<file path="src/rtl/rdchk_pkg.sv">
package rdchk_pkg;

  // command bus encoding
  localparam logic [2:0] CMD_NOP   = 3'd0;
  localparam logic [2:0] CMD_READ  = 3'd1;
  localparam logic [2:0] CMD_WRITE = 3'd2;

  // half burst lengths in command clocks and the legal split point
  localparam int HALF_BL4  = 2;
  localparam int HALF_BL8  = 4;
  localparam int BL8_SPLIT = 2;

  typedef enum logic [2:0] {
    ERR_NONE      = 3'd0,
    ERR_BL4_INT   = 3'd1,
    ERR_BL8_BOUND = 3'd2,
    ERR_BL8_NONRD = 3'd3,
    ERR_WR_EARLY  = 3'd4,
    ERR_AP_TRUNC  = 3'd5
  } err_e;

  // context of the latest READ
  typedef struct packed {
    logic seen;
    logic bl8;
    logic ap;
  } rd_ctx_t;

endpackage

</file>
<file path="src/rtl/rdchk_rules.sv">
module rdchk_rules
  import rdchk_pkg::*;
#(
  parameter int CNT_W = 6,
  parameter int TIM_W = 4
) (
  input  logic [2:0]       cmd_i,
  input  rd_ctx_t          ctx_i,
  input  logic [CNT_W-1:0] since_i,
  input  logic [TIM_W-1:0] al_i,
  input  logic [TIM_W-1:0] cl_i,
  output err_e             viol_o
);

  localparam logic [CNT_W-1:0] HALF4 = CNT_W'(HALF_BL4);
  localparam logic [CNT_W-1:0] HALF8 = CNT_W'(HALF_BL8);
  localparam logic [CNT_W-1:0] SPLIT = CNT_W'(BL8_SPLIT);

  logic [CNT_W-1:0] half;
  logic [CNT_W-1:0] win_end;
  logic             in_burst;
  logic             in_window;
  logic             is_nop;
  logic             is_read;

  always_comb begin
    half      = ctx_i.bl8 ? HALF8 : HALF4;
    win_end   = CNT_W'(al_i) + CNT_W'(cl_i) + half;
    in_burst  = ctx_i.seen && (since_i < half);
    in_window = ctx_i.seen && (since_i < win_end);
    is_nop    = (cmd_i == CMD_NOP);
    is_read   = (cmd_i == CMD_READ);
  end

  // burst occupancy rules take precedence over the write data-window rule
  always_comb begin
    viol_o = ERR_NONE;
    if (!is_nop) begin
      if (in_burst) begin
        if (!ctx_i.bl8) begin
          viol_o = ERR_BL4_INT;
        end else if (!is_read) begin
          viol_o = ERR_BL8_NONRD;
        end else if (ctx_i.ap) begin
          viol_o = ERR_AP_TRUNC;
        end else if (since_i != SPLIT) begin
          viol_o = ERR_BL8_BOUND;
        end
      end else if ((cmd_i == CMD_WRITE) && in_window) begin
        viol_o = ERR_WR_EARLY;
      end
    end
  end

endmodule

</file>
<file path="config.mk">
export PLATFORM = sky130hd
export DESIGN_NAME = rdchk_rules
export DESIGN_NICKNAME = d
export VERILOG_FILES = /design/src/rtl/rdchk_pkg.sv /design/src/rtl/rdchk_rules.sv
export SDC_FILE = /design/constraint.sdc
export NUM_CORES = 1
export LEC_CHECK = 0
export ABC_CLOCK_PERIOD_IN_PS = 3100
export BUFFER_PORTS_ARGS = -buffer_cell sky130_fd_sc_hd__buf_2
export CAP_MARGIN = 20
export CORE_AREA = 8 8 45 47
export DETAILED_ROUTE_END_ITERATION = 8
export DIE_AREA = 0 0 53 55
export MAX_ROUTING_LAYER = met4
export PLACE_DENSITY = 0.63
export REMOVE_ABC_BUFFERS = 1
export SYNTH_ARGS = -nofsm -noshare
export SYNTH_HDL_FRONTEND = slang
export SYNTH_SLANG_ARGS = --single-unit
export TNS_END_PERCENT = 10
</file>
<file path="constraint.sdc">
create_clock -name vclk -period 3.1
set_input_delay 0.62 -clock vclk [all_inputs]
set_output_delay 0.62 -clock vclk [all_outputs]
set_load 0.02 [all_outputs]
</file>
==> results of run 1 <==
==> repair_timing <==
item	in CTS	in global routing
pin swaps	14	0
setup buffers	2	0
gates resized for setup	10	1
endpoints found under the setup margin	1	1
==> per-layer routing <==
layer  track usage [%]  vias to the layer above
met4                 0                        0
met1              8.33                      204
met5                 -                        -
met2              17.4                       11
li1                  -                      226
met3              1.34                        0
==> cell usage in the layout (no fill, tap or decap) <==
master and instances:
inv_4 1, fa_2 1, buf_2 20, or2_1 1
buf_8 1, xor2_1 1, nor3_2 2, a21o_1 2
a41o_1 1, nand4_1 1, nand2_1 2, nand3_1 2
ha_1 10, ha_2 1, a21oi_2 2, nand2_2 1
buf_6 3, fa_1 2, inv_1 2, xnor2_1 1
buf_4 3, o21ai_1 2, and3_1 1, and4b_4 1
o21ai_0 2, nor2_1 3, o21ai_2 1, a21boi_2 1
nand3b_1 1, nor3b_1 1
==> layout make-up <==
class	instances	area (um2)	area share, %
Inverter	3	13.8	2.25
Multi-Input combinational cell	43	405	66.4
Tap cell	16	20.0	3.28
Timing Repair Buffer	27	171	28.1
==> cell families after synthesis <==
kind of cell,after synthesis,synth area share (%)
compound gates,11,19.3
buf+inv,3,2.76
xor+xnor,2,4.30
fa+ha+maj,14,48.5
simple gates,16,25.2
==> metrics by stage <==
stage	TNS [ps]	hold WS, ps	cells	cell area [um2]
4_1_cts	-404	1640	89	607
2_1_floorplan	-326	1330	46	408
3_3_place_gp	-549	1640	87	558
5_1_grt	-510	1680	89	611
6_report	-405	1640	89	611
3_5_place_dp	-566	1640	87	558
==> report_power, final <==
part / switching, uW / total [uW] / internal [uW]
combinational: 49.5 / 104 / 54.7
sequential: 0 / 0 / 0
clock: 0 / 0 / 0
==> how the worst min path moves through the flow <==
stage	startpoint	endpoint	slack, ps	cells past startpoint
after floorplan	ctx_i[1]	viol_o[1]	1330	2
after global placement	ctx_i[0]	viol_o[1]	1640	4
after detailed placement	ctx_i[0]	viol_o[1]	1640	4
after CTS	ctx_i[0]	viol_o[1]	1640	4
after global routing	ctx_i[0]	viol_o[1]	1680	4
final	ctx_i[0]	viol_o[1]	1640	4
==> metrics.txt, run 1 <==
status finished with violations; failing checks setup timing; Critical-path top delay cell fa_1; Die Y 55 um; worst slew pin tran 283 ps; WL met2 about 600 um; CP arrival 2880 ps; CP max stage delay 470 ps; CP Max Fanout 2; dominant cells by area after synthesis ha_1 34%, fa_1 15%, nor3_2 4.9%, a21o_1 3.7%, and4b_4 3.4%; Die ar. 2920 um2; PortBufs 23; FMAX 285 MHz; max cap viols 0; Layout fillers ~150; crit path from cl_i[1]; critical path endpoint category primary output; antenna violations before repair 0; setup ws final -405 ps; FFs & Latches 0; antenna viol nets, final 0; RSZ-0062 raised after global routing true; Cell Pwr Density 171 nW/um2; crit path launch type primary input; vias 441; Synth Cell Area 408 um2; Final Wtd Congestion 0.848; vias in the first global route 462; Initial Util 29.5%; number of setup violations in the final report 1; largest net degree at the start of global routing 5; Yosys cell types 24; post-route total power 104 uW; WL final 1.09 mm; share of layout cells above drive strength 1 52.1%; crit path kind in -> out; hold buffers post-CTS 0; Ports 23; Worst Path Required 2480 ps; register area share after synthesis 0%; initial DRC count 8; utilization after layout between 40% and 50%; Slew Limit Fails 0; CP delay by family, top adder cells; Ys Warns 0; Final Net Count 109; fin crit period 3500 ps; FF+latch area 0 um2; Core Box Area roughly 1400 um2; DRT met1 WL 389 um; Peak VDD IR 0.0569 mV; crit path capture viol_o[2]; synth cell count leaders 11 x ha_1, 3 x fa_1, 3 x inv_1, 3 x nor2_1; FP Rows 14; crit path buf inv count 2; DR DRC count 0; Hold Crit Class in -> out; Wirelength per Cell about 12 um; TritonRoute pass-1 iters 4; Leak Pwr roughly 0.00031 uW; Yosys top cell by area ha_1; post-synth top area share 33.7%; Worst path depth 12; dpl hpwl 972 um; total gr overflow 0; Horiz. Die Dim 53 um; most numerous cell in the Yosys netlist ha_1; top sig layer met3; final hold vios 0; clock buffers 0; crit path cell chain buf_6 -> fa_1 -> ha_2 -> fa_2 -> a21o_1 -> nand2_1 -> ha_1 -> nand2_1 -> nand4_1 -> a41o_1 -> o21ai_2 -> buf_6; Area growth syn-to-layout 49.7%; Place WS -566 ps; routed wl met3 87 um; Final period util 113%; vias per cell 4.96; Avg Cell Area, Syn about 8.9 um2; Tot GR Track Use 8.38%; slew margin rel. between 80 and 90%; Mapped Cells 46; diodes inserted 0; first-pass GRT wire length ~1.9 mm
No activity file was read; power rests on OpenSTA's default activity.
==> run 2, diff against run 1 <==
- RECOVER_POWER: default -> 100
==> metrics.txt, run 2 (same netlist as run 1, synthesis figures left out) <==
status finished with violations; failing checks setup timing; setup TNS -405 ps; vias per cell 4.96; Layout fillers 149; clock buffers 0; final hold vios 0; antenna violations before repair 0; Core Box Area 1380 um2; fin crit period 3500 ps; number of setup violations in the final report 1; max cap viols 0; CP max stage delay 470 ps; initial DRC count 7; Ports 23; Critical-path top delay cell fa_1; Final Net Count 109; Horiz. Die Dim 53 um; crit path capture viol_o[2]; commonest cells after routing, fill and taps aside 18 x buf_2, 10 x ha_1, 3 x nor2_1, 3 x buf_6, 3 x buf_4; first-pass GRT wire length roughly 1.9 mm; Die Y around 55 um; Cell Pwr Density 171 nW/um2; crit path from cl_i[1]; Final period util 113%; slew margin rel. 81.1%; Leak Pwr 0.000304 uW; FFs & Latches 0; critical path endpoint category primary output; multi-input logic area 405 um2; Worst Path Required 2480 ps; FF+latch area 0 um2; setup ws final -405 ps; Peak VDD IR 0.0569 mV; share of layout cells above drive strength 1 49.3%; Tot GR Track Use under 10%; Wirelength per Cell 12.2 um; antenna viol nets, final 0; Die ar. just under 3000 um2; FMAX 285 MHz; Final Wtd Congestion 0.848; crit path cell chain buf_6 -> fa_1 -> ha_2 -> fa_2 -> a21o_1 -> nand2_1 -> ha_1 -> nand2_1 -> nand4_1 -> a41o_1 -> o21ai_2 -> buf_6; PortBufs 23; largest net degree at the start of global routing 5; CP Max Fanout 2; worst slew pin tran 282 ps; vias in the first global route 462; DR DRC count 0; RSZ-0062 raised after global routing true; Area growth syn-to-layout 49.1%; Slew Limit Fails 0; CP arrival about 2900 ps; crit path kind in -> out; vias 441; total gr overflow 0; TritonRoute pass-1 iters 4; WL final between 1 and 1.5 mm; WHS approximately 1700 ps; Initial Util 29.5%; Hold Crit Class in -> out; hold buffers post-CTS 0; crit path launch type primary input; diodes inserted 0; most common cell after layout, fill and taps aside buf_2; dpl hpwl 972 um; FP Rows 14
==> run 2: cell count changes in the layout (fill, tap and decap cells not counted) <==
cell / previous run / this run
buf_2: 20 / 18
clkbuf_1: 0 / 2
==> run 2: worst max-delay path: cells and delay by family <==
family	cells	cell delay [ps]
and+or+nand+nor	3	220
adders and majority gates	4	1280
buffers and inverters	2	220
AOI/OAI and AO/OA	3	530
==> run 2: area by class of cell <==
| cell class | count | share of cell area, % |
|---|---|---|
| multi-input cells | 43 | 66.7 |
| inverters | 3 | 2.26 |
| well taps | 16 | 3.29 |
| repair buffers | 27 | 27.8 |
==> run 2: per-layer routing <==
| layer | vias up | track usage [%] | part of all wire, % |
|---|---|---|---|
| met5 | - | - | 0 |
| met4 | 0 | 0 | 0 |
| met3 | 0 | 1.34 | 8.0 |
| met2 | 11 | 17.4 | 56 |
| met1 | 204 | 8.33 | 36 |
| li1 | 226 | - | - |
==> run 2: worst min path at each step <==
stage,start,end,cells after the start
after floorplan,ctx_i[1],viol_o[1],2
after global placement,ctx_i[0],viol_o[1],4
after detailed placement,ctx_i[0],viol_o[1],4
after CTS,ctx_i[0],viol_o[1],4
after global routing,ctx_i[0],viol_o[1],4
final,ctx_i[0],viol_o[1],4
==> run 2: timing repair <==
action                                 4_1_cts  5_1_grt
setup buffers                                2        0
endpoints found under the hold margin        0        0
setup endpoints to repair                    1        1
resized for setup                           10        1
pin swaps                                   14        0
==> run 2: report_power, final <==
group          internal [uW]  total (uW)  switching (uW)  leakage (uW)
Sequential                 0           0               0             0
Combinational           54.6         104            49.4      0.000304
Clock                      0           0               0             0
Total                   54.6         104            49.4      0.000304
==> run 2: stage by stage <==
stage	power, uW	area (um2)	setup WS, ps	utilization, %	instances
after floorplan	61.6	408	-326	-	46
after global placement	91.2	558	-549	40.3	87
after detailed placement	95.2	558	-566	40.3	87
after CTS	105	607	-404	43.9	89
after global routing	120	608	-510	43.9	89
final	104	608	-405	43.9	89
